==> config.mk <==
export PLATFORM = sky130hd
export DESIGN_NAME = alu4_shared_add
export DESIGN_NICKNAME = d
export VERILOG_FILES = /design/src/rtl/alu4_pkg.sv /design/src/rtl/alu_op_decode.sv /design/src/rtl/alu_term_mux.sv /design/src/rtl/alu_adder.sv /design/src/rtl/alu4_shared_add.sv
export SDC_FILE = /design/constraint.sdc
export NUM_CORES = 1
export LEC_CHECK = 0
export BUFFER_PORTS_ARGS = -buffer_cell sky130_fd_sc_hd__buf_2
export CELL_PAD_IN_SITES_DETAIL_PLACEMENT = 0
export CELL_PAD_IN_SITES_GLOBAL_PLACEMENT = 2
export CORE_ASPECT_RATIO = 2
export CORE_MARGIN = 3
export CORE_UTILIZATION = 25
export DETAILED_ROUTE_END_ITERATION = 8
export PLACE_DENSITY = 0.83
export SYNTH_ARGS = -nofsm -noshare
export SYNTH_HDL_FRONTEND = slang
export SYNTH_SLANG_ARGS = --single-unit
==> constraint.sdc <==
create_clock -name clk -period 2.7 [get_ports clk]
set_clock_uncertainty 0.2 [all_clocks]
set_input_delay 0.27 -clock clk [delete_from_list [all_inputs] [get_ports clk]]
set_output_delay 0.27 -clock clk [all_outputs]
set_load 0.005 [all_outputs]
==> src/rtl/alu4_pkg.sv <==
package alu4_pkg;

   // opcode values; their positions are behaviour and must stay fixed
   localparam int OPC_DEC     = 0;
   localparam int OPC_AND_ORN = 5;
   localparam int OPC_SUB     = 6;
   localparam int OPC_ORN     = 7;
   localparam int OPC_A_OR    = 8;
   localparam int OPC_ADD     = 9;
   localparam int OPC_ANDN_OR = 10;
   localparam int OPC_TRIPLE  = 12;

   typedef enum logic [3:0] {
      TERM_ZERO,
      TERM_A,
      TERM_B,
      TERM_AND,
      TERM_OR,
      TERM_ORN,
      TERM_ANDN,
      TERM_ONES,
      TERM_NOTB,
      TERM_A2
   } term_sel_e;

   typedef struct packed {
      term_sel_e lhs;
      term_sel_e rhs;
      logic      cin_en;
   } operand_sel_t;

endpackage

==> src/rtl/alu_op_decode.sv <==
module alu_op_decode
   import alu4_pkg::*;
#(
   parameter int OP_W = 4
) (
   input  logic [OP_W-1:0] op_i,
   input  logic            mode_i,
   output operand_sel_t    sel_o
);

   always_comb begin
      sel_o.lhs    = TERM_ZERO;
      sel_o.rhs    = TERM_ZERO;
      sel_o.cin_en = 1'b0;
      if (!mode_i) begin
         sel_o.cin_en = 1'b1;
         case (op_i)
            OP_W'(OPC_DEC): begin
               sel_o.lhs = TERM_A;
               sel_o.rhs = TERM_ONES;
            end
            OP_W'(OPC_AND_ORN): begin
               sel_o.lhs = TERM_AND;
               sel_o.rhs = TERM_ORN;
            end
            OP_W'(OPC_SUB): begin
               sel_o.lhs = TERM_A;
               sel_o.rhs = TERM_NOTB;
            end
            OP_W'(OPC_ORN): begin
               sel_o.lhs = TERM_ORN;
               sel_o.rhs = TERM_ZERO;
            end
            OP_W'(OPC_A_OR): begin
               sel_o.lhs = TERM_A;
               sel_o.rhs = TERM_OR;
            end
            OP_W'(OPC_ADD): begin
               sel_o.lhs = TERM_A;
               sel_o.rhs = TERM_B;
            end
            OP_W'(OPC_ANDN_OR): begin
               sel_o.lhs = TERM_ANDN;
               sel_o.rhs = TERM_OR;
            end
            OP_W'(OPC_TRIPLE): begin
               sel_o.lhs = TERM_A;
               sel_o.rhs = TERM_A2;
            end
            default: begin
               sel_o.cin_en = 1'b0;
            end
         endcase
      end
   end

endmodule

==> src/rtl/alu_term_mux.sv <==
module alu_term_mux
   import alu4_pkg::*;
#(
   parameter int DATA_W = 4
) (
   input  logic [DATA_W-1:0] a_i,
   input  logic [DATA_W-1:0] b_i,
   input  term_sel_e         sel_i,
   output logic [DATA_W-1:0] term_o
);

   always_comb begin
      case (sel_i)
         TERM_A:    term_o = a_i;
         TERM_B:    term_o = b_i;
         TERM_AND:  term_o = a_i & b_i;
         TERM_OR:   term_o = a_i | b_i;
         TERM_ORN:  term_o = a_i | ~b_i;
         TERM_ANDN: term_o = a_i & ~b_i;
         TERM_ONES: term_o = '1;
         TERM_NOTB: term_o = ~b_i;
         TERM_A2:   term_o = {a_i[DATA_W-2:0], 1'b0};
         default:   term_o = '0;
      endcase
   end

endmodule

==> src/rtl/alu_adder.sv <==
module alu_adder #(
   parameter int DATA_W = 4
) (
   input  logic [DATA_W-1:0] x_i,
   input  logic [DATA_W-1:0] y_i,
   input  logic              cin_i,
   output logic [DATA_W-1:0] sum_o,
   output logic              cout_o
);

   localparam int FULL_W = DATA_W + 1;

   logic [FULL_W-1:0] full_sum;

   assign full_sum = {1'b0, x_i} + {1'b0, y_i} + FULL_W'(cin_i);
   assign sum_o    = full_sum[DATA_W-1:0];
   assign cout_o   = full_sum[DATA_W];

endmodule

==> src/rtl/alu4_shared_add.sv <==
module alu4_shared_add
   import alu4_pkg::*;
#(
   parameter int DATA_W  = 4,
   parameter int OP_W    = 4,
   parameter bit PIPE_EN = 1'b1
) (
   input  logic              clk,
   input  logic              rst,
   input  logic [DATA_W-1:0] a_in,
   input  logic [DATA_W-1:0] b_in,
   input  logic [OP_W-1:0]   op_in,
   input  logic              mode_in,
   input  logic              cin_in,
   output logic [DATA_W-1:0] res_out,
   output logic              cout_out
);

   localparam int N_ADDENDS = 2;

   if (DATA_W < 2) begin : g_bad_data_w
      $error("alu4_shared_add: DATA_W must be at least 2");
   end
   if (OP_W < 4) begin : g_bad_op_w
      $error("alu4_shared_add: OP_W must be at least 4 to hold every opcode");
   end

   operand_sel_t      sel;
   term_sel_e         pick   [N_ADDENDS];
   logic [DATA_W-1:0] addend [N_ADDENDS];
   logic [DATA_W-1:0] core_res;
   logic              core_cout;

   alu_op_decode #(.OP_W(OP_W)) i_decode (
      .op_i   (op_in),
      .mode_i (mode_in),
      .sel_o  (sel)
   );

   assign pick[0] = sel.lhs;
   assign pick[1] = sel.rhs;

   for (genvar g = 0; g < N_ADDENDS; g++) begin : g_mux
      alu_term_mux #(.DATA_W(DATA_W)) i_mux (
         .a_i    (a_in),
         .b_i    (b_in),
         .sel_i  (pick[g]),
         .term_o (addend[g])
      );
   end

   alu_adder #(.DATA_W(DATA_W)) i_adder (
      .x_i    (addend[0]),
      .y_i    (addend[1]),
      .cin_i  (cin_in & sel.cin_en),
      .sum_o  (core_res),
      .cout_o (core_cout)
   );

   if (PIPE_EN) begin : g_reg
      logic [DATA_W-1:0] res_q;
      logic              cout_q;

      always_ff @(posedge clk) begin
         if (rst) begin
            res_q  <= '0;
            cout_q <= 1'b0;
         end else begin
            res_q  <= core_res;
            cout_q <= core_cout;
         end
      end

      assign res_out  = res_q;
      assign cout_out = cout_q;

      assert_pipe_latency_R11: assert property (@(posedge clk) disable iff (rst)
         !rst |=> (res_out == $past(core_res)) && (cout_out == $past(core_cout)));
   end else begin : g_comb
      assign res_out  = core_res;
      assign cout_out = core_cout;
   end

   // bypass mode forces a zero adder output
   assert_mode_bypass_R8: assert property (@(posedge clk) disable iff (rst)
      mode_in |-> (core_res == '0) && !core_cout);

   // opcodes without a function produce zero and ignore the carry input
   assert_unlisted_zero_R9: assert property (@(posedge clk) disable iff (rst)
      (!mode_in && !(op_in inside {OP_W'(OPC_DEC), OP_W'(OPC_AND_ORN), OP_W'(OPC_SUB),
                                   OP_W'(OPC_ORN), OP_W'(OPC_A_OR), OP_W'(OPC_ADD),
                                   OP_W'(OPC_ANDN_OR), OP_W'(OPC_TRIPLE)}))
      |-> (core_res == '0) && !core_cout);

   // plain add, carry taken from the fifth sum bit
   assert_add_carry_R5: assert property (@(posedge clk) disable iff (rst)
      (!mode_in && op_in == OP_W'(OPC_ADD))
      |-> {core_cout, core_res} == ({1'b0, a_in} + {1'b0, b_in} + {{DATA_W{1'b0}}, cin_in}));

   // subtract through inverted B
   assert_sub_R3: assert property (@(posedge clk) disable iff (rst)
      (!mode_in && op_in == OP_W'(OPC_SUB))
      |-> core_res == DATA_W'(a_in - b_in - DATA_W'(1) + DATA_W'(cin_in)));

   // decrement: carry set unless A is zero and no carry comes in
   assert_dec_carry_R10: assert property (@(posedge clk) disable iff (rst)
      (!mode_in && op_in == OP_W'(OPC_DEC))
      |-> core_cout == ((a_in != '0) || cin_in));

endmodule

==> impl_results.md, run 1 <==
* Status: finished clean
* Post-synthesis xor/xnor area fraction at 2.27%
* NetSw at 100 uW
* DR iter-0 viols at 12
* Standard-cell rows at 27
* Main combinational cell family by area after synthesis: compound AO/OA/AOI/OAI gates
* Crit path kind: input pin to flip-flop
* Sink Count at 5
* Achievable frequency at 0.413 GHz
* Vias in the first global route at 837
* FF+latch count, synth at 5
* Async set-reset flop share out of synthesis at 0%
* Count leader, synth: a21oi_1
* Gr ovfl total at 0
* Worst IR Drop VDD at 0.152 mV
* Final hold violation count at 0
* Synthesized area per cell at 7.07 sq um
* Die width at 45.3 um
* Area Growth Syn to Fin at 28.2%
* Routed via count at 912
* Core ar. at 2840 sq um
* Internal at 236 uW
* Relative slew slack at 79.0%
* DRC at 0
* Die Y at 84.5 um
* Main area contributors after synthesis: dfxtp_1 13%, a21oi_1 11%, o21ai_0 5.8%
* TNS Setup at 0 ps
* Clk slew on worst S/H paths at 30 ps
* Top cell type's share of synthesized area at 13.0%
* Adder-cell share of the synthesized area at 10.1%
* Power share of the clock group at 40.1%
* Post-CTS Setup Inserts at 0
* Die area at 3830 sq um
* H-tree depth at 1
* CP endpoint kind: flip-flop
* Post-Syn Nets at 130
* I/O pins at 21
* Tcrit/Tclk final at 89.8%
* Average wire per standard cell at 13.3 um
* Comb pwr share at 35.9%
* Worst Tran Pin Value at 311 ps
* CP required at 2610 ps
* Synth warn at 0
* Number of hold buffers added after CTS at 0
* Hold WS at 72.0 ps
* Antenna violations before repair at 0
* Port Buffers at 20
* Leakage at 0.485 nW
* RSZ-0062 raised after global routing: no
* Synth cell count leaders: 17 x a21oi_1, 11 x nor2_1, 9 x o21ai_0, 5 x dfxtp_1, 5 x o221ai_1
* Vias/cell at 5.53
* Post-synthesis compound-gate area fraction at 37.5%
* Clk buf depth at 2
* Max-capacitance violation count at 0
* Sw Ratio at 29.9%
* Clk root buf: clkbuf_8
* Synth Instances at 109
* Crit path launch type: input pin
* Starting density of the core at 27.2%
* Sequential area share after synthesis at 13.0%
* Mapped Area at 771 sq um
* Largest net degree at the start of global routing at 12
* Simple-gate share of the synthesized area at 28.7%
* Hold Crit Class: input pin to flip-flop
* Post-route minimum period at 2420 ps
* Crit path max fanout at 11
* Mux cell area share after synthesis at 0%
* First-pass GRT wire length at 3590 um
* Detailed Place HPWL at 1820 um
* CTS Buf Count at 3
* Post-DRT Antenna Nets at 0
* DRT Wirelength at 2190 um
* Ant diodes at 0
* Post-cts resize count at 0
* Sequential Power Share at 24.0%
* GRT Total Usage at 12.1%
* First-pass DRT Iterations at 4
* Post-synth EDFFs at 0
* Layout net count at 158
* Area leader, netlist: dfxtp_1
* Synth cell types at 36
* Arrival @ worst endpoint at 2330 ps
* Max-slew violation count at 0
* Fillers at 338
* RD Place Congestion at 0.817
* Power per Cell Area at 340 nW/um^2
* CTS tree: yes
* Most used DFF post-synth: dfxtp_1
* Final setup fails at 0
* Share of cells above drive strength 1 at 27.2%
-- kinds of logic after synthesis --
| family | count (synthesis) |
|---|---|
| buffers and inverters | 13 |
| adders and majority gates | 5 |
| AOI/OAI and AO/OA | 45 |
| and+or+nand+nor | 39 |
| xor gates and xnor gates | 2 |
| DFF | 5 |
-- state kept, by name, indices dropped and copies added, names as in the netlist --
register,flops
cout_out,1
res_out,4
-- worst paths after layout --
check / cells after the start / start / endpoint
setup / recovery: 10 / op_in[0] / cout_out$_SDFF_PP0_
hold / removal: 2 / rst / res_out[2]$_SDFF_PP0_
-- cell usage in the layout, fill, tap and decap left out, drive strengths merged, types with 4 or more instances in the layout --
cell	n
nand2	4
nor3	4
inv	5
buf	31
a21oi	17
o21ai	10
nor2	12
clkbuf	4
nand2b	4
o221ai	5
dfxtp	5
-- critical path, cell delays in order --
cell and delay [ps]:
buf_2 210, o21ai_0 120, a21oi_1 150, o221ai_1 140, o211a_1 170, fa_1 460, fa_1 430, a21o_1 200
a21oi_1 140, nor2_1 50
-- routing by layer --
layer | vias up | GRT usage (%) | wire [um] | part of all wire [%]
met1 | 422 | 13.3 | 848 | 39
met4 | 0 | 4.80 | 19 | 0.87
li1 | 463 | - | - | -
met3 | 2 | 1.50 | 85 | 3.9
met5 | - | 0 | 0 | 0
met2 | 25 | 22.0 | 1240 | 56
-- metrics by stage --
| stage | cells | instance area [sq um] | total power, mW | util, % | setup slack [ps] |
|---|---|---|---|---|---|
| detailed placement | 161 | 943 | 0.203 | 33.2 | 55.6 |
| global placement | 161 | 943 | 0.203 | 33.2 | 63.0 |
| global route | 165 | 988 | 0.360 | 34.8 | 112 |
| floorplan | 109 | 771 | 0.156 | - | 117 |
| finish | 165 | 988 | 0.336 | 34.8 | 276 |
| CTS | 165 | 988 | 0.342 | 34.8 | 264 |
-- power by group through the flow --
stage	combinational, mW	clock, mW	sequential [mW]
detailed placement	0.121	0	0.0818
global placement	0.121	0	0.0820
finish	0.121	0.135	0.0808
CTS	0.122	0.140	0.0807
global route	0.135	0.144	0.0811
floorplan	0.0728	0	0.0832
-- cell type report --
| cell class | instances | area, sq um | area share (%) |
|---|---|---|---|
| multi-input cells | 91 | 606 | 61.3 |
| repair buffers | 31 | 183 | 18.5 |
| flip-flops and latches | 5 | 100 | 10.1 |
| clock buffers | 4 | 45.0 | 4.56 |
| well taps | 29 | 36.3 | 3.67 |
| inverters | 5 | 18.8 | 1.90 |
(Power assumes the default switching activity.)
==> run 2, diff against run 1 <==
- CORE_ASPECT_RATIO: 2 -> unset
- CORE_UTILIZATION: 25 -> 30
- GPL_ROUTABILITY_DRIVEN: unset -> 0
- PLACE_DENSITY: 0.83 -> 0.93
- clock period: 2.7 -> 2.85 ns (I/O delays scaled with it)
==> impl_results.md, run 2 (synthesized netlist as in run 1, its figures left out) <==
* Status: finished clean
* Max stage delay on crit path at 450 ps
* Hold Path Depth at 2
* CP max stage cell: fa_1
* Final setup fails at 0
* TNS Setup at 0 ps
* Standard-cell rows at 17
* Routed via count at 874
* Crit path launch type: input pin
* Die Y at 56.7 um
* Detailed Place HPWL at 1550 um
* DRT Wirelength at 2000 um
* Max-slew violation count at 0
* Ant diodes at 0
* Most common cell after layout, fill and taps aside: buf_2
* Post-route minimum period at 2440 ps
* Top cell family by delay on the critical path: compound AO/OA/AOI/OAI gates
* Crit path max fanout at 17
* Crit path launch: op_in[1]
* Total power at 265 uW
* Share of cells above drive strength 1 at 22.7%
* Largest net degree at the start of global routing at 18
* Port Buffers at 20
* Worst Tran Pin Value at 312 ps
* Layout net count at 150
* DR iter-0 viols at 24
* Post-CTS Setup Inserts at 0
* Vias in the first global route at 776
* Crit path kind: input pin to flip-flop
* NetSw at 90.8 uW
* DRC at 0
* RSZ-0062 raised after global routing: no
* Crit-path cells: buf_2 -> o21ai_0 -> a21oi_1 -> o221ai_1 -> o211a_1 -> fa_1 -> fa_1 -> a21o_1 -> a21oi_1 -> nor2_1
* Average wire per standard cell at 12.8 um
* CTS tree: yes
* Area Growth Syn to Fin at 17.9%
* Leakage at 0.439 nW
* Gr ovfl total at 0
* Hold Crit Class: input pin to flip-flop
* Power share of the clock group at 31.3%
* Sw Ratio at 34.2%
* Buf/Inv on CP at 1
* Arrival @ worst endpoint at 2380 ps
* I/O pins at 21
* Sink Count at 5
* Tcrit/Tclk final at 85.7%
* Clk buf depth at 2
* CTS Buf Count at 3
* CP endpoint kind: flip-flop
* GRT Total Usage at 13.1%
* First-pass DRT Iterations at 4
* Antenna violations before repair at 0
* H-tree depth at 1
* Post-cts resize count at 0
* Die area at 3210 sq um
* WP depth at 10
* Vias/cell at 5.60
* CP required at 2790 ps
* Max-capacitance violation count at 0
* Achievable frequency at 0.409 GHz
* Post-DRT Antenna Nets at 0
* Comb pwr share at 39.9%
* Clk slew on worst S/H paths at 40 ps
* Fillers at 262
* Core ar. at 2320 sq um
* Sequential Power Share at 28.8%
* Power per Cell Area at 292 nW/um^2
* Util after Layout at 39.2%
* Die width at 56.7 um
* Worst IR Drop VDD at 0.187 mV
* Starting density of the core at 33.2%
* Number of hold buffers added after CTS at 0
* Hold path start: rst
* Relative slew slack at 78.9%
* First-pass GRT wire length at 3420 um
* Final hold violation count at 0
* Internal at 174 uW
* Clk root buf: clkbuf_4
* Most frequent cells in the layout: 20 x buf_2, 17 x a21oi_1, 11 x nor2_1
* Max reg flops at 4
[run 2: cell types whose count changed in the layout (fill, tap and decap cells not counted), sizes merged]
| cell | change |
|---|---|
| buf | -8 |
[run 2: area by class of cell]
class | instances | area (sq um) | area share, %
Timing Repair Buffer | 23 | 123 | 13.5
Inverter | 5 | 18.8 | 2.07
Clock buffer | 4 | 26.3 | 2.89
Sequential cell | 5 | 100 | 11.0
Multi-Input combinational cell | 91 | 606 | 66.7
Tap cell | 28 | 35.0 | 3.86
[run 2: worst paths after layout]
| path | slack, ps | to |
|---|---|---|
| worst max-delay path | 410 | cout_out$_SDFF_PP0_ |
| worst min-delay path | 50 | res_out[2]$_SDFF_PP0_ |
[run 2: power by group through the flow]
stage                     Clock, mW  Sequential (mW)  Combinational [mW]
after global routing         0.0958           0.0771               0.121
final                        0.0830           0.0765               0.106
after floorplan                   0           0.0788              0.0689
after global placement            0           0.0776               0.106
after CTS                    0.0865           0.0765               0.106
after detailed placement          0           0.0778               0.106
[run 2: stage by stage]
step           setup slack [ps]  hold slack [ps]  area, sq um  std cells
2_1_floorplan               252              157          771        109
3_3_place_gp                176              312          882        152
3_5_place_dp                147              310          882        152
4_1_cts                     396             50.5          908        156
5_1_grt                     246             49.3          908        156
6_report                    406             52.4          908        156
[run 2: routing by layer]
metal,track usage (%),share of wire [%],up-vias
met5,0,0,-
met4,3.73,1.1,0
met1,18.1,44,388
met2,19.0,45,40
li1,-,-,444
met3,4.37,10,2
==> run 3, diff against run 2 <==
- ABC_AREA: unset -> 1
- CORE_ASPECT_RATIO: unset -> 2
- CORE_UTILIZATION: 30 -> 28
==> impl_results.md, run 3 <==
* Count leader, synth: nor2_1
* Die width at 45.6 um
* Crit path max fanout at 6
* DRC at 0
* GRT Total Usage at 14.3%
* Area leader, netlist: nor2_1
* Number of hold buffers added after CTS at 0
* Mux cell area share after synthesis at 0%
* Post-CTS Setup Inserts at 0
* DRT Wirelength at 2540 um
* Max-capacitance violation count at 0
* Die Y at 85.3 um
* Post-cts resize count at 0
* Adder-cell share of the synthesized area at 8.82%
* Crit path launch: op_in[2]
* Crit path launch type: input pin
* Vias in the first global route at 1048
* TNS Setup at 0 ps
* Sink Count at 5
* DR iter-0 viols at 8
* Standard-cell rows at 28
* Post-synthesis compound-gate area fraction at 10.1%
* Main area contributors after synthesis: nor2_1 20%, dfxtp_1 11%, nand2_1 11%
* Synthesized area per cell at 5.50 sq um
* Top layer in use: met4
* Achievable frequency at 0.393 GHz
* Routed via count at 1066
* Hold Crit Endpoint: res_out[1]$_SDFF_PP0_
* Area Growth Syn to Fin at 24.2%
* Arrival @ worst endpoint at 2440 ps
* Worst Tran Pin Value at 308 ps
* Tcrit/Tclk final at 89.2%
* First-pass GRT wire length at 4150 um
* Max-slew violation count at 0
* Sequential area share after synthesis at 11.4%
* Relative slew slack at 79.4%
* Clk root buf: clkbuf_8
* Synth cell count leaders: 48 x nor2_1, 25 x nand2_1, 17 x inv_1, 10 x nand3_1, 8 x nor3_1
* Final setup fails at 0
* Power per Cell Area at 292 nW/um^2
* Top cell type's share of synthesized area at 20.5%
* Hold Crit Class: input pin to flip-flop
* Async set-reset flop share out of synthesis at 0%
* Worst IR Drop VDD at 0.132 mV
* Total power at 319 uW
* Post-DRT Antenna Nets at 0
* Status: finished clean
* Core ar. at 2980 sq um
* Crit-path cells: buf_2 -> inv_1 -> nand2_2 -> nor2_1 -> nor2_1 -> nand2_1 -> nand4_2 -> o21ai_0 -> nand2_1 -> nand2_1 -> fa_2 -> fa_1 -> nand2_1 -> inv_1 -> o21ai_0 -> a21oi_1
* Detailed Place HPWL at 2250 um
* Met3 WL at 81 um
* Leakage at 0.626 nW
* Final hold violation count at 0
* Post-place setup slack at -17.5 ps
* Layout net count at 209
* Max stage delay on crit path at 420 ps
* WL met2 at 1520 um
* RSZ-0062 raised after global routing: no
* Post-route minimum period at 2540 ps
* M1 WL at 845 um
* Clk slew on worst S/H paths at 30 ps
* Final instance area at 1090 sq um
* I/O pins at 21
* Largest net degree at the start of global routing at 10
* Post-route setup slack at 308 ps
* Mapped Area at 880 sq um
* CTS tree: yes
* FF+latch count, synth at 5
* Antenna violations before repair at 0
* Vias/cell at 4.91
* CP dominant cell by count: nand2_1
* Gr ovfl total at 0
* CP max stage cell: fa_2
* Most frequent cells in the layout: 48 x nor2_1, 25 x nand2_1, 20 x buf_2
* CTS Buf Count at 3
* Clk buf depth at 2
* Synth Instances at 160
* Util after Layout at 36.7%
* Ant diodes at 0
* Synth warn at 0
* Post-Syn Nets at 181
* Top cell family by delay on the critical path: adder cells
* Hold Path Depth at 2
* Max reg flops at 4
* Post-synth EDFFs at 0
* CP required at 2750 ps
* Buf/Inv on CP at 3
* Average wire per standard cell at 11.7 um
* Most used DFF post-synth: dfxtp_1
* Post-synthesis xor/xnor area fraction at 0%
* First-pass DRT Iterations at 4
* H-tree depth at 1
* Die area at 3890 sq um
* Hold path start: rst
* Synth cell types at 25
* Placed standard-cell area at 1040 sq um
* Port Buffers at 20
* Share of cells above drive strength 1 at 26.7%
* Main combinational cell family by area after synthesis: simple AND/OR/NAND/NOR gates
* Starting density of the core at 29.5%
* Crit path kind: input pin to flip-flop
* Most common cell after layout, fill and taps aside: nor2_1
* CP endpoint kind: flip-flop
* Simple-gate share of the synthesized area at 59.0%
-- run 3: worst max-delay path by stage --
stage          cells after the start                  end  slack (ps)
3_3_place_gp                      15  cout_out$_SDFF_PP0_          40
5_1_grt                           16  cout_out$_SDFF_PP0_          50
6_report                          16  cout_out$_SDFF_PP0_         310
4_1_cts                           15  cout_out$_SDFF_PP0_         200
3_5_place_dp                      15  cout_out$_SDFF_PP0_         -20
2_1_floorplan                     15  cout_out$_SDFF_PP0_         290
-- run 3: cells by family after synthesis --
family	Yosys count
AND/OR/NAND/NOR	111
adder cells (fa/ha/maj)	5
buffers and inverters	24
flip-flops	5
AO/OA/AOI/OAI	15
-- run 3: area by class of cell --
type | instances | area, sq um
clock buffer | 4 | 45.0
fill | 339 | 1890
inverter | 23 | 86.3
multi-input combinational | 131 | 693
sequential | 5 | 100
tap | 30 | 37.5
timing repair buffer | 24 | 130
-- run 3: power by group --
group | switching, mW | internal (mW)
sequential | 0.00104 | 0.0762
clock | 0.0330 | 0.0958
combinational | 0.0722 | 0.0412
-- run 3: through the flow --
stage / hold WS (ps) / instances
final: 83.8 / 217
after global routing: 105 / 217
after CTS: 77.7 / 217
after detailed placement: 308 / 213
after global placement: 307 / 213
after floorplan: 154 / 160
-- run 3: per-layer routing --
| layer | vias to the layer above | global-route usage [%] |
|---|---|---|
| met1 | 468 | 12.5 |
| met2 | 26 | 28.5 |
| met4 | 0 | 7.73 |
| met5 | - | 0 |
| li1 | 563 | - |
| met3 | 9 | 0.637 |
